--- config.mk ---
export PLATFORM = sky130hd
export DESIGN_NAME = swc_ctrl
export DESIGN_NICKNAME = d
export VERILOG_FILES = /design/src/rtl/swc_pkg.sv /design/src/rtl/swc_wake_detect.sv /design/src/rtl/swc_startup_timer.sv /design/src/rtl/swc_status.sv /design/src/rtl/swc_ctrl.sv
export SDC_FILE = /design/constraint.sdc
export NUM_CORES = 1
export LEC_CHECK = 0
export BUFFER_PORTS_ARGS = -buffer_cell sky130_fd_sc_hd__clkbuf_2
export CAP_MARGIN = 40
export CORE_UTILIZATION = 54
export CTS_BUF_LIST = sky130_fd_sc_hd__clkbuf_8
export DETAILED_ROUTE_END_ITERATION = 12
export PLACE_DENSITY = 0.8
export SYNTH_ARGS = -nofsm -noshare
export SYNTH_HDL_FRONTEND = slang
export SYNTH_SLANG_ARGS = --single-unit
export TNS_END_PERCENT = 10
--- constraint.sdc ---
create_clock -name clk_i -period 1.8 [get_ports clk_i]
set_clock_uncertainty 0.15 [all_clocks]
set_input_delay 0.09 -clock clk_i [delete_from_list [all_inputs] [get_ports clk_i]]
set_output_delay 0.09 -clock clk_i [all_outputs]
set_load 0.1 [all_outputs]
--- src/rtl/swc_pkg.sv ---
package swc_pkg;
  typedef enum logic [1:0] {
    ST_RUN    = 2'd0,
    ST_SLEEP  = 2'd1,
    ST_OSC    = 2'd2,
    ST_RESUME = 2'd3
  } swc_state_e;
endpackage

--- src/rtl/swc_wake_detect.sv ---
module swc_wake_detect #(
  parameter int NUM_IRQ = 4
) (
  input  logic [NUM_IRQ-1:0] int_en_i,
  input  logic [NUM_IRQ-1:0] int_flag_i,
  input  logic               wdt_en_i,
  input  logic               wdt_timeout_i,
  output logic               int_pend_o,
  output logic               wdt_hit_o
);
  logic [NUM_IRQ-1:0] armed;

  for (genvar i = 0; i < NUM_IRQ; i++) begin : g_src
    assign armed[i] = int_en_i[i] & int_flag_i[i];
  end

  assign int_pend_o = |armed;
  assign wdt_hit_o  = wdt_en_i & wdt_timeout_i;
endmodule

--- src/rtl/swc_startup_timer.sv ---
module swc_startup_timer #(
  parameter int CYCLES = 1024
) (
  input  logic clk_i,
  input  logic rst_ni,
  input  logic run_i,
  output logic done_o
);
  localparam int W = (CYCLES > 2) ? $clog2(CYCLES) : 1;
  localparam logic [W-1:0] LAST = W'(CYCLES - 1);

  logic [W-1:0] cnt_q;

  always_ff @(posedge clk_i or negedge rst_ni) begin
    if (!rst_ni)     cnt_q <= '0;
    else if (!run_i) cnt_q <= '0;
    else             cnt_q <= cnt_q + 1'b1;
  end

  assign done_o = run_i && (cnt_q == LAST);
endmodule

--- src/rtl/swc_status.sv ---
module swc_status (
  input  logic clk_i,
  input  logic rst_ni,
  input  logic ext_rst_i,
  input  logic sleep_enter_i,
  input  logic wdt_wake_i,
  input  logic wdt_reset_i,
  output logic pd_o,
  output logic to_o
);
  always_ff @(posedge clk_i or negedge rst_ni) begin
    if (!rst_ni) begin
      pd_o <= 1'b1;
      to_o <= 1'b1;
    end else if (ext_rst_i) begin
      to_o <= 1'b1;               // pd kept: tells reset-in-sleep apart
    end else if (wdt_reset_i) begin
      pd_o <= 1'b1;
      to_o <= 1'b0;
    end else if (sleep_enter_i) begin
      pd_o <= 1'b0;
      to_o <= 1'b1;
    end else if (wdt_wake_i) begin
      to_o <= 1'b0;
    end
  end
endmodule

--- src/rtl/swc_ctrl.sv ---
module swc_ctrl
  import swc_pkg::*;
#(
  parameter int NUM_IRQ        = 4,
  parameter int STARTUP_CYCLES = 1024
) (
  input  logic               clk_i,
  input  logic               rst_ni,
  input  logic               ext_rst_i,
  input  logic               sleep_req_i,
  input  logic               gie_i,
  input  logic [NUM_IRQ-1:0] int_en_i,
  input  logic [NUM_IRQ-1:0] int_flag_i,
  input  logic               wdt_en_i,
  input  logic               wdt_timeout_i,
  output logic               clk_en_o,
  output logic               wdt_clr_o,
  output logic               wdt_rst_o,
  output logic               pd_o,
  output logic               to_o,
  output logic               resume_o,
  output logic               vector_o
);
  swc_state_e state_q, state_d;
  logic int_pend, wdt_hit, osc_done;
  logic enter_sleep, wake, wdt_reset;
  logic int_cause_q, wdt_clr_q, wdt_rst_q;

  swc_wake_detect #(.NUM_IRQ(NUM_IRQ)) i_wake (
    .int_en_i     (int_en_i),
    .int_flag_i   (int_flag_i),
    .wdt_en_i     (wdt_en_i),
    .wdt_timeout_i(wdt_timeout_i),
    .int_pend_o   (int_pend),
    .wdt_hit_o    (wdt_hit)
  );

  swc_startup_timer #(.CYCLES(STARTUP_CYCLES)) i_timer (
    .clk_i (clk_i),
    .rst_ni(rst_ni),
    .run_i (state_q == ST_OSC && !ext_rst_i),
    .done_o(osc_done)
  );

  assign wdt_reset   = !ext_rst_i && state_q == ST_RUN && wdt_hit;
  assign enter_sleep = !ext_rst_i && state_q == ST_RUN && !wdt_hit && sleep_req_i;
  assign wake        = !ext_rst_i && state_q == ST_SLEEP && (int_pend || wdt_hit);

  swc_status i_status (
    .clk_i        (clk_i),
    .rst_ni       (rst_ni),
    .ext_rst_i    (ext_rst_i),
    .sleep_enter_i(enter_sleep),
    .wdt_wake_i   (wake && wdt_hit),
    .wdt_reset_i  (wdt_reset),
    .pd_o         (pd_o),
    .to_o         (to_o)
  );

  always_comb begin
    state_d = state_q;
    if (ext_rst_i) begin
      state_d = ST_RUN;
    end else begin
      unique case (state_q)
        ST_RUN:    if (enter_sleep) state_d = int_pend ? ST_RESUME : ST_SLEEP;
        ST_SLEEP:  if (wake) state_d = ST_OSC;
        ST_OSC:    if (osc_done) state_d = ST_RESUME;
        ST_RESUME: state_d = ST_RUN;
        default:   state_d = ST_RUN;
      endcase
    end
  end

  always_ff @(posedge clk_i or negedge rst_ni) begin
    if (!rst_ni) begin
      state_q     <= ST_RUN;
      int_cause_q <= 1'b0;
      wdt_clr_q   <= 1'b0;
      wdt_rst_q   <= 1'b0;
    end else begin
      state_q   <= state_d;
      wdt_clr_q <= enter_sleep || wake;
      wdt_rst_q <= wdt_reset;
      if (ext_rst_i || state_q == ST_RESUME) int_cause_q <= 1'b0;
      else if (enter_sleep || wake)          int_cause_q <= int_pend;
    end
  end

  assign clk_en_o  = (state_q == ST_RUN) || (state_q == ST_RESUME);
  assign resume_o  = (state_q == ST_RESUME);
  assign vector_o  = resume_o && int_cause_q && gie_i;
  assign wdt_clr_o = wdt_clr_q;
  assign wdt_rst_o = wdt_rst_q;
endmodule

==> results.sh <==
export IMPL_initial_core_util_pct=59.58
export IMPL_io_buffers=21
export IMPL_syn_inst=90
export IMPL_cts_setup_buffers=0
export IMPL_ys_ff_latch=17
export IMPL_rows=14
export IMPL_seq_area_um2=427.9
export IMPL_core_area_um2=1541
export IMPL_setup_slack_ps=136.9
export IMPL_cp_required_ps=1830
export IMPL_first_pass_iters=4
export IMPL_stdcell_count=132
export IMPL_fin_util_pct=73.13
export IMPL_yosys_warnings=0
export IMPL_wl_mm=1.778
export IMPL_start_kind="flip-flop"
export IMPL_dieArea_um2=1870
export IMPL_setup_worst_path_end_class="flip-flop"
export IMPL_gr_total_overflow=0
export IMPL_ys_async_sr_fraction_pct=100.0
export IMPL_antenna_found_initial=0
export IMPL_maxSlewHeadroom_pct=64.08
export IMPL_dieHeight_um=43.24
export IMPL_hold_viol=0
export IMPL_tns_ps=0
export IMPL_crit_start="state_q[1]"
export IMPL_drive_above_1_share_pct=31.90
export IMPL_synth_area_um2=918.4
export IMPL_setup_viol=0
export IMPL_final_antenna_net_count=0
export IMPL_fin_crit_ps=1663
export IMPL_cts_root_buf="clkbuf_8"
export IMPL_grt_pass1_vias=747
export IMPL_drv_slew=0
export IMPL_placed_cells=127
export IMPL_powerDensity_nw_per_um2=1421
export IMPL_outcome="complete, no violations"
export IMPL_synth_edf_count=0
export IMPL_dominantRegCellSynth="dfrtp_1"
export IMPL_synth_nets=111
export IMPL_n_antenna_cell=0
export IMPL_hp_start="ext_rst_i"
export IMPL_numCtsBuffers=3
export IMPL_clk_path_buf_depth=2
export IMPL_r2r_end="state_q[1]"
export IMPL_dp_slack_ps=154.5
export IMPL_clock_fmax_ghz=0.6013
export IMPL_cts_tree="done"
export IMPL_grt_use_total_pct=21.98
export IMPL_htree_levels=1
export IMPL_hold_class="primary input to flip-flop"
export IMPL_cap_violations=0
export IMPL_leakagePower_uw=0.0005561
export IMPL_dp_hpwl_mm=1.362
export IMPL_crit_fanout=4
export IMPL_avgViaCountPerCell=5.705
export IMPL_holdPathEnd="i_status.to_o"
export IMPL_rrSetupSlack_ps=140
export IMPL_reg2reg_from="state_q[1]"
export IMPL_insertion_delay_ps=250
export IMPL_drt_initial_drc_count=11
export IMPL_tightestPinTransition_ps=541.0
export IMPL_num_vias=753
export IMPL_cp_arrival_ps=1690
export IMPL_grt_start_max_net_pins=18
export IMPL_clk_pin_slew_ps=60
export IMPL_syn_to_final_growth_pct=22.75
export IMPL_place_congestion=0.7561
export IMPL_num_nets_final=138
export IMPL_yosysSeqAreaShare_pct=46.59
export IMPL_avgSynthCellArea_um2=10.20
export IMPL_ir_drop_v=0.001444
export IMPL_drc_errors=0
export IMPL_dieWidth_um=43.24
export IMPL_nFillCells=121
export IMPL_worstHoldPathCells=2
export IMPL_ios=22
export IMPL_multi_input_comb_area_um2=478.0
export IMPL_crit_type="flip-flop to flip-flop"
export IMPL_clkSinkCount=17
export IMPL_grt_first_pass_wirelength_mm=3.077
export IMPL_ys_types=33
export IMPL_min_period_over_period_pct=92.39
export IMPL_wire_per_inst_um=13.47
export IMPL_reg2reg_depth=6
export IMPL_rsz0062_at_grt="no"
## layout by cell type (no fill, tap or decap), types with 2 or more instances in the layout
master / instances
buf_4: 2
inv_1: 4
clkbuf_8: 3
xnor2_1: 2
nand2b_1: 2
a22oi_1: 2
dfrtp_1: 15
nor2_1: 11
dfstp_2: 2
ha_1: 5
and3_2: 2
xor2_1: 3
a21oi_1: 5
nand3_1: 5
clkbuf_2: 19
a21o_1: 4
or3_1: 3
nand2_1: 3
o21ai_0: 4
## worst max-delay path, stage by stage (launching register included)
cell	delay (ps)
dfrtp_1	400
inv_1	140
ha_1	200
nor2b_2	180
nand4_1	140
o211ai_1	170
mux2i_1	210
## registers in the layout, indices dropped and copies added (netlist names)
| signal | count |
|---|---|
| state_q | 2 |
| i_status.to_o | 1 |
| i_status.pd_o | 1 |
| i_timer.cnt_q | 10 |
| wdt_clr_o | 1 |
| wdt_rst_o | 1 |
| int_cause_q | 1 |
## how the worst max path moves through the flow
| stage | endpoint | slack [ps] | cells after the start |
|---|---|---|---|
| after floorplan | vector_o | 50 | 2 |
| after global placement | state_q[1] | 170 | 6 |
| after detailed placement | state_q[1] | 150 | 6 |
| after CTS | state_q[1] | 130 | 6 |
| after global routing | state_q[1] | 30 | 6 |
| final | state_q[1] | 140 | 6 |
## kinds of logic (layout without fill, tap and decap cells)
logic type                 count (synthesis)  after routing  synth area share, %
AOI/OAI and AO/OA                         20             20                14.71
xor gates and xnor gates                   5              5                4.769
adders and majority gates                  6              6                8.174
buffers and inverters                      5             31                2.043
DFF                                       17             17                46.59
muxes                                      1              1                1.090
and+or+nand+nor                           36             36                22.62
## power breakdown
part / switching, µW / total, µW / internal (µW)
clock: 132 / 286 / 154
combinational: 585 / 828 / 244
sequential: 38.9 / 487 / 448
total: 756 / 1600 / 846
## final cells by class
cell class | count | share of cell area [%]
Clock inverter | 1 | 0.4440
Tap cell | 16 | 1.776
Clock buffer | 3 | 3.663
Inverter | 4 | 1.332
Timing Repair Buffer | 23 | 12.43
Sequential cell | 17 | 37.96
Multi-Input combinational cell | 68 | 42.40
## routing by layer
layer | track usage [%] | up-vias | wire (µm)
met5 | 0 | - | 0
met4 | 9.697 | 0 | 18
met3 | 3.830 | 2 | 43
met2 | 34.03 | 12 | 881
met1 | 29.89 | 367 | 835
li1 | - | 372 | -
## cells in the mapped netlist (2+ instances only)
cell       n  share of area (%)
a21o_1     4                3.3
a21oi_1    5                2.7
a22oi_1    2                1.6
and3_1     2                1.4
dfrtp_1   15                 41
dfstp_2    2                5.7
ha_1       6                8.2
inv_1      4                1.6
nand2_1    3                1.2
nand2b_1   2                1.4
nand3_1    5                2.7
nor2_1    11                4.5
o21ai_0    4                2.2
or3_1      3                2.0
xnor2_1    2                1.9
xor2_1     3                2.9
## repair_timing
item,4_1_cts,5_1_grt
hold buffers,1,0
setup endpoints to repair,0,2
hold endpoints to repair,17,0
resized for setup,0,1
## metrics by stage
step	area [µm²]	hold slack (ps)	total power [µW]
after floorplan	922.1	-355.6	1111
after global placement	1069	-111.5	1303
after detailed placement	1069	-106.2	1319
after CTS	1125	14.74	1607
after global routing	1127	37.75	1672
final	1127	30.94	1602
(Power assumes the default switching activity.)
